<file path="config.mk">
export PLATFORM = sky130hd
export DESIGN_NAME = irq_event_ctrl
export DESIGN_NICKNAME = d
export VERILOG_FILES = /design/src/rtl/irq_event_ctrl.sv
export SDC_FILE = /design/constraint.sdc
export NUM_CORES = 1
export LEC_CHECK = 0
export BUFFER_PORTS_ARGS = -buffer_cell sky130_fd_sc_hd__buf_4
export CAP_MARGIN = 5
export CORE_MARGIN = 8
export CORE_UTILIZATION = 30
export CTS_BUF_LIST = sky130_fd_sc_hd__clkbuf_4 sky130_fd_sc_hd__clkbuf_8 sky130_fd_sc_hd__clkbuf_16
export CTS_CLUSTER_DIAMETER = 100
export DETAILED_ROUTE_END_ITERATION = 10
export PLACE_DENSITY = 0.74
export SLEW_MARGIN = 20
export SYNTH_ARGS = -nofsm -noshare
export SYNTH_HDL_FRONTEND = slang
export SYNTH_SLANG_ARGS = --single-unit
</file>
<file path="constraint.sdc">
create_clock -name clk -period 2 [get_ports clk]
set_input_delay 0.1 -clock clk [delete_from_list [all_inputs] [get_ports clk]]
set_output_delay 0.1 -clock clk [all_outputs]
set_load 0.005 [all_outputs]
</file>
<file path="src/rtl/irq_event_ctrl.sv">
module irq_event_ctrl #(
  parameter int NUM_QUEUES = 8,
  parameter int ADDR_W = 12,
  parameter int DATA_W = 32,
  parameter logic [ADDR_W-1:0] STAT_OFS = 'h060,
  parameter logic [ADDR_W-1:0] ACK_OFS  = 'h064,
  localparam int NVEC  = NUM_QUEUES + 1,
  localparam int VEC_W = $clog2(NVEC)
) (
  input  logic              clk,
  input  logic              rst_n,
  input  logic              cfg_evt,
  input  logic              used_evt,
  input  logic [VEC_W-1:0]  used_qid,
  input  logic              msg_en,
  input  logic              reg_wr,
  input  logic              reg_rd,
  input  logic [ADDR_W-1:0] reg_addr,
  input  logic [DATA_W-1:0] reg_wdata,
  output logic [DATA_W-1:0] reg_rdata,
  output logic              irq,
  output logic              msg_req,
  output logic [VEC_W-1:0]  msg_vec
);

  logic [1:0]      stat_q;
  logic [NVEC-1:0] pend_q, pend_set, issue;
  logic [1:0]      ack_mask;
  logic            unused_wbits;

  assign unused_wbits = ^reg_wdata[DATA_W-1:2];
  assign ack_mask = (reg_wr && reg_addr == ACK_OFS && !msg_en) ? reg_wdata[1:0] : 2'b00;

  always_ff @(posedge clk) begin
    if (!rst_n)      stat_q <= '0;
    else if (!msg_en) stat_q <= (stat_q & ~ack_mask) | {cfg_evt, used_evt};
  end

  always_comb begin
    pend_set    = '0;
    pend_set[0] = cfg_evt;
    for (int i = 1; i < NVEC; i++)
      if (used_evt && used_qid == VEC_W'(i)) pend_set[i] = 1'b1;
  end

  always_comb begin
    issue   = '0;
    msg_vec = '0;
    for (int i = NVEC - 1; i >= 0; i--)
      if (pend_q[i]) begin
        issue    = '0;
        issue[i] = 1'b1;
        msg_vec  = VEC_W'(i);
      end
  end

  always_ff @(posedge clk) begin
    if (!rst_n || !msg_en) pend_q <= '0;
    else                   pend_q <= (pend_q & ~issue) | pend_set;
  end

  assign msg_req   = |pend_q;
  assign irq       = !msg_en && (|stat_q);
  assign reg_rdata = (reg_rd && reg_addr == STAT_OFS) ? DATA_W'(stat_q) : '0;

endmodule

</file>
# [Word level (Yosys, flattened, before mapping)]
# Cells that the tools add are included.
[word_totals] regBits=11 inputBits=55 elab_cells=63
[classes] eq_ne=10 muxes=28 bitwise_logic=6 n_reduce_logical=17
[op_table] cell="$mux 9" n=9
[op_table] cell="$mux 4" n=9
[op_table] cell="$eq 12x7->1 const B" n=2
[op_table] cell="$eq 4x3->1 const B" n=4
[op_table] cell="$logic_and 1x1->1" n=12
[op_table] cell="$and 9x9->9" n=1
[op_table] cell="$not 9->9" n=1
[op_table] cell="$or 9x9->9" n=1
[op_table] cell="$reduce_or 9->1" n=1
[op_table] cell="$eq 4x2->1 const B" n=2
[op_table] cell="$mux 1" n=8
[op_table] cell="$eq 4x1->1 const B" n=1
[op_table] cell="$eq 4x4->1 const B" n=1
[op_table] cell="$mux 2" n=2
[op_table] cell="$and 2x2->2" n=1
[op_table] cell="$logic_not 1->1" n=2
[op_table] cell="$not 2->2" n=1
[op_table] cell="$or 2x2->2" n=1
[op_table] cell="$reduce_or 2->1" n=1
[op_table] cell="$logic_or 1x1->1" n=1

# [Depth between registers and ports, before layout]
[logic_depth] depth_word=12 ltp_mapped=5

# [Worst setup path after synthesis]
# No wires, ideal clock.
[synth_timing] kind="reg-to-output" startpoint="register pend_q[3]" endpoint="output msg_vec[3]" t_arrival_ps=1553 required_ps=1900 setup_slack_ps=347 path_stages_with_launch=6 n_path_buf=1 path_cell_list="dfxtp_1 > or4_4 > or3_4 > nor3_2 > and2_1 > buf_4"
[synth_via] elab_chain_cells=4
[synth_lines] element="start: declaration" line_no="27" source="logic [NVEC-1:0] pend_q, pend_set, issue;"
[synth_lines] element="start signal: assignment" line_no="59" source="else pend_q <= (pend_q & ~issue) | pend_set;"
[synth_lines] element="$mux 4 (4 in a row)" line_no="50" source="if (pend_q[i]) begin"
[synth_lines] element="end: declaration" line_no="23" source="output logic [VEC_W-1:0] msg_vec"
# Every way passes these cells.

# [Worst setup path after layout]
[layout_timing] startpoint="register pend_q[1]" endpoint="output msg_vec[3]"
[layout_via] elab_chain_cells=2
[layout_lines] element="$mux 4 (2 in a row)" line_no="50"
# Every way passes these cells.

==> results.py <==
metrics = {
    "route": {
        "routed_wl_mm": 2.00,
        "drt-pass1-iter-count": 2,
        "wl_met3_um": 163,
        "drc": 0,
        "routedWlPerCell_um": 11.2,
        "wl_met1_um": 729,
        "dr.first_iter.drc_count": 11,
        "via_per_inst": 4.30,
        "num_vias": 766,
        "met2RoutedLength_mm": 1.07,
        "highest_layer": "met4",
        "postRouteAntennaNets": 0,
    },
    "power_and_ir_drop": {
        "powerDensity_mw_per_mm2": 460,
        "switching_share": 0.275,
        "combPwrFrac": 0.209,
        "p_seq_frac": 0.467,
        "clock_power_share": 0.324,
        "power_mw": 0.485,
        "leakage_nw": 0.499,
        "netSwitchingPower_mw": 0.133,
        "vdd_drop_max_mv": 0.298,
        "p_int_mw": 0.352,
    },
    "floorplan": {
        "rows": 19,
        "initial_utilization": 0.310,
        "ios": 93,
        "core_mm2": 0.00269,
        "fp.dieH_um": 68.7,
        "dieArea_mm2": 0.00472,
        "fp.dieW_um": 68.7,
    },
    "logic_synthesis": {
        "synth_top_cell_by_area": "buf_4",
        "synth_cells": 109,
        "yosysSeqAreaShare": 0.264,
        "synth_area_leaders": "buf_4, dfxtp_1, a21oi_1",
        "ys_ff_latch": 11,
        "synth_top_area_frac": 0.279,
        "synth_area_um2": 833,
        "ys_types": 24,
        "avgSynthCellArea_um2": 7.64,
        "yosysWarnings": 0,
    },
    "clock_network": {
        "clk_latency_ns": 0.28,
        "cts_hold_buffers": 0,
        "cts.sinks": 11,
        "clockBufferDepth": 2,
        "cts_tree": "done",
        "cts_buffers": 3,
        "htreeDepth": 1,
        "clk_pin_slew_ns": 0.07,
        "ctsRootBufferMaster": "clkbuf_4",
    },
    "placement": {
        "dpl-instance-area_um2": 988,
        "io_buffer_count": 32,
        "gp_congestion": 0.782,
        "placed_cells": 170,
        "place_hpwl_mm": 1.66,
        "dp_slack_ns": 0.262,
    },
    "setup_path": {
        "cp.arrival_ns": 1.84,
        "critPathCaptureType": "output pin",
        "reg2reg_from": "pend_q[1]",
        "cp-start-kind": "flip-flop",
        "cp.required_ns": 1.90,
        "critPathMaxFanout": 2,
        "worstSetupPathType": "flip-flop to output pin",
        "cp-startpoint": "pend_q[1]",
    },
    "timing": {
        "setup_slack_ns": 0.0584,
        "fin_worst_skew_ns": 0.00546,
        "finalMaxSlewViolations": 0,
        "whs_ns": 0.0710,
        "max_freq_mhz": 515,
        "hold_viol_final": 0,
        "tns_ns": 0,
        "min_period_ns": 1.94,
        "setup_viol": 0,
        "rsz0062_at_grt": "yes",
        "fin_crit_sh": 0.971,
    },
    "global_routing": {
        "grt_max_degree": 9,
        "grt_pass1_vias": 817,
        "antenna_found_initial": 0,
        "grt_pass1_wl_mm": 3.21,
        "gr-usage-all-layers": 0.0865,
        "overflow": 0,
    },
    "final_layout": {
        "finalInstanceArea_mm2": 0.00105,
        "drive_gt1_frac": 0.320,
        "multi_input_area_um2": 480,
        "finalNonFillerCells": 178,
        "num_antenna_cells": 0,
        "final-seq-area_um2": 223,
        "fillers": 301,
        "area_delta_synth_final_pct": 26.6,
        "final_core_util": 0.393,
        "num-nets-final": 203,
    },
    "job": {
        "drv_cap": 0,
    },
    "hold_path": {
        "hold_path_class": "input pin to flip-flop",
        "min_from": "cfg_evt",
    },
    "run_status": {
        "status": "finished clean",
    },
}
[routing by layer]
layer  vias up  global-route usage
met1       345              0.0830
met4         0              0.0401
li1        387                   -
met3         5              0.0307
met5         -                   0
met2        29               0.161
[cell families (layout without fill, tap and decap cells)]
logic type      count (synthesis)  count (layout)  share of synthesized area
flops                          11              11                      0.264
buf+inv                        35              44                      0.297
other cells                     1              30                    0.00450
simple gates                   39              39                      0.272
compound gates                 23              23                      0.162
[final cells by class]
cell class | count | share of cell area
clock buffers | 3 | 0.0214
flip-flops and latches | 11 | 0.211
multi-input cells | 92 | 0.456
repair buffers | 36 | 0.256
clock inverters | 1 | 0.00474
inverters | 4 | 0.0142
well taps | 31 | 0.0368
[Yosys cell counts]
| library cell | instances |
|---|---|
| o21bai_1 | 1 |
| nor2_1 | 12 |
| or2_2 | 1 |
| a22oi_1 | 4 |
| nand4bb_1 | 1 |
| or3_4 | 1 |
| nor4_1 | 2 |
| o31ai_2 | 1 |
| buf_4 | 31 |
| nand2b_1 | 2 |
| nor3b_1 | 1 |
| nor3_2 | 1 |
| nand4b_1 | 2 |
| or4_4 | 1 |
| nand2_1 | 4 |
| o21ai_0 | 6 |
| and2_1 | 1 |
| dfxtp_1 | 11 |
| conb_1 | 1 |
| nor2b_1 | 6 |
| a21oi_1 | 11 |
| inv_1 | 4 |
| nand3_1 | 2 |
| and3_1 | 2 |
[power groups by stage]
| stage | logic, mW | registers, mW | clock network (mW) |
|---|---|---|---|
| after detailed placement | 0.0944 | 0.232 | 0 |
| after floorplan | 0.0848 | 0.231 | 0 |
| after global routing | 0.114 | 0.227 | 0.168 |
| final | 0.101 | 0.227 | 0.157 |
| after global placement | 0.0935 | 0.232 | 0 |
| after CTS | 0.0997 | 0.227 | 0.161 |
[cells in the final DEF, fill, tap and decap left out, types with 2 or more instances in the layout]
cell type,netlist,final
a22oi_1,4,4
a21oi_1,11,11
nor2_1,12,12
nand2b_1,2,2
clkbuf_4,0,3
nand2_1,4,4
buf_4,31,36
inv_1,4,4
conb_1,1,30
nand4b_1,2,2
dfxtp_2,0,2
nand3_1,2,2
and3_1,2,2
o21ai_0,6,6
dfxtp_1,11,9
nor2b_1,6,6
nor4_1,2,2
[worst max-delay path, stage by stage, from the launching register on]
cell and delay [ns]:
dfxtp_2 0.32, or4_4 0.53, or3_4 0.36, nor3_4 0.12, and2_1 0.14, buf_4 0.10
[registers in the layout, indices dropped and copies added, names as in the netlist]
name,cells
pend_q,9
stat_q,2
[worst paths after layout]
path | cells past startpoint | endpoint | slack (ns)
max | 5 | msg_vec[3] | 0.06
min | 2 | pend_q[0] | 0.07
max reg2reg | 5 | pend_q[8] | 0.27
min reg2reg | 2 | pend_q[8] | 0.48
[repair_timing]
action                                  in CTS  in global routing
resized for setup                            3                  0
pin swaps                                    3                  2
buffers inserted                             4                  0
endpoints found under the setup margin       2                  2
Power figures use the tool's default switching activity.
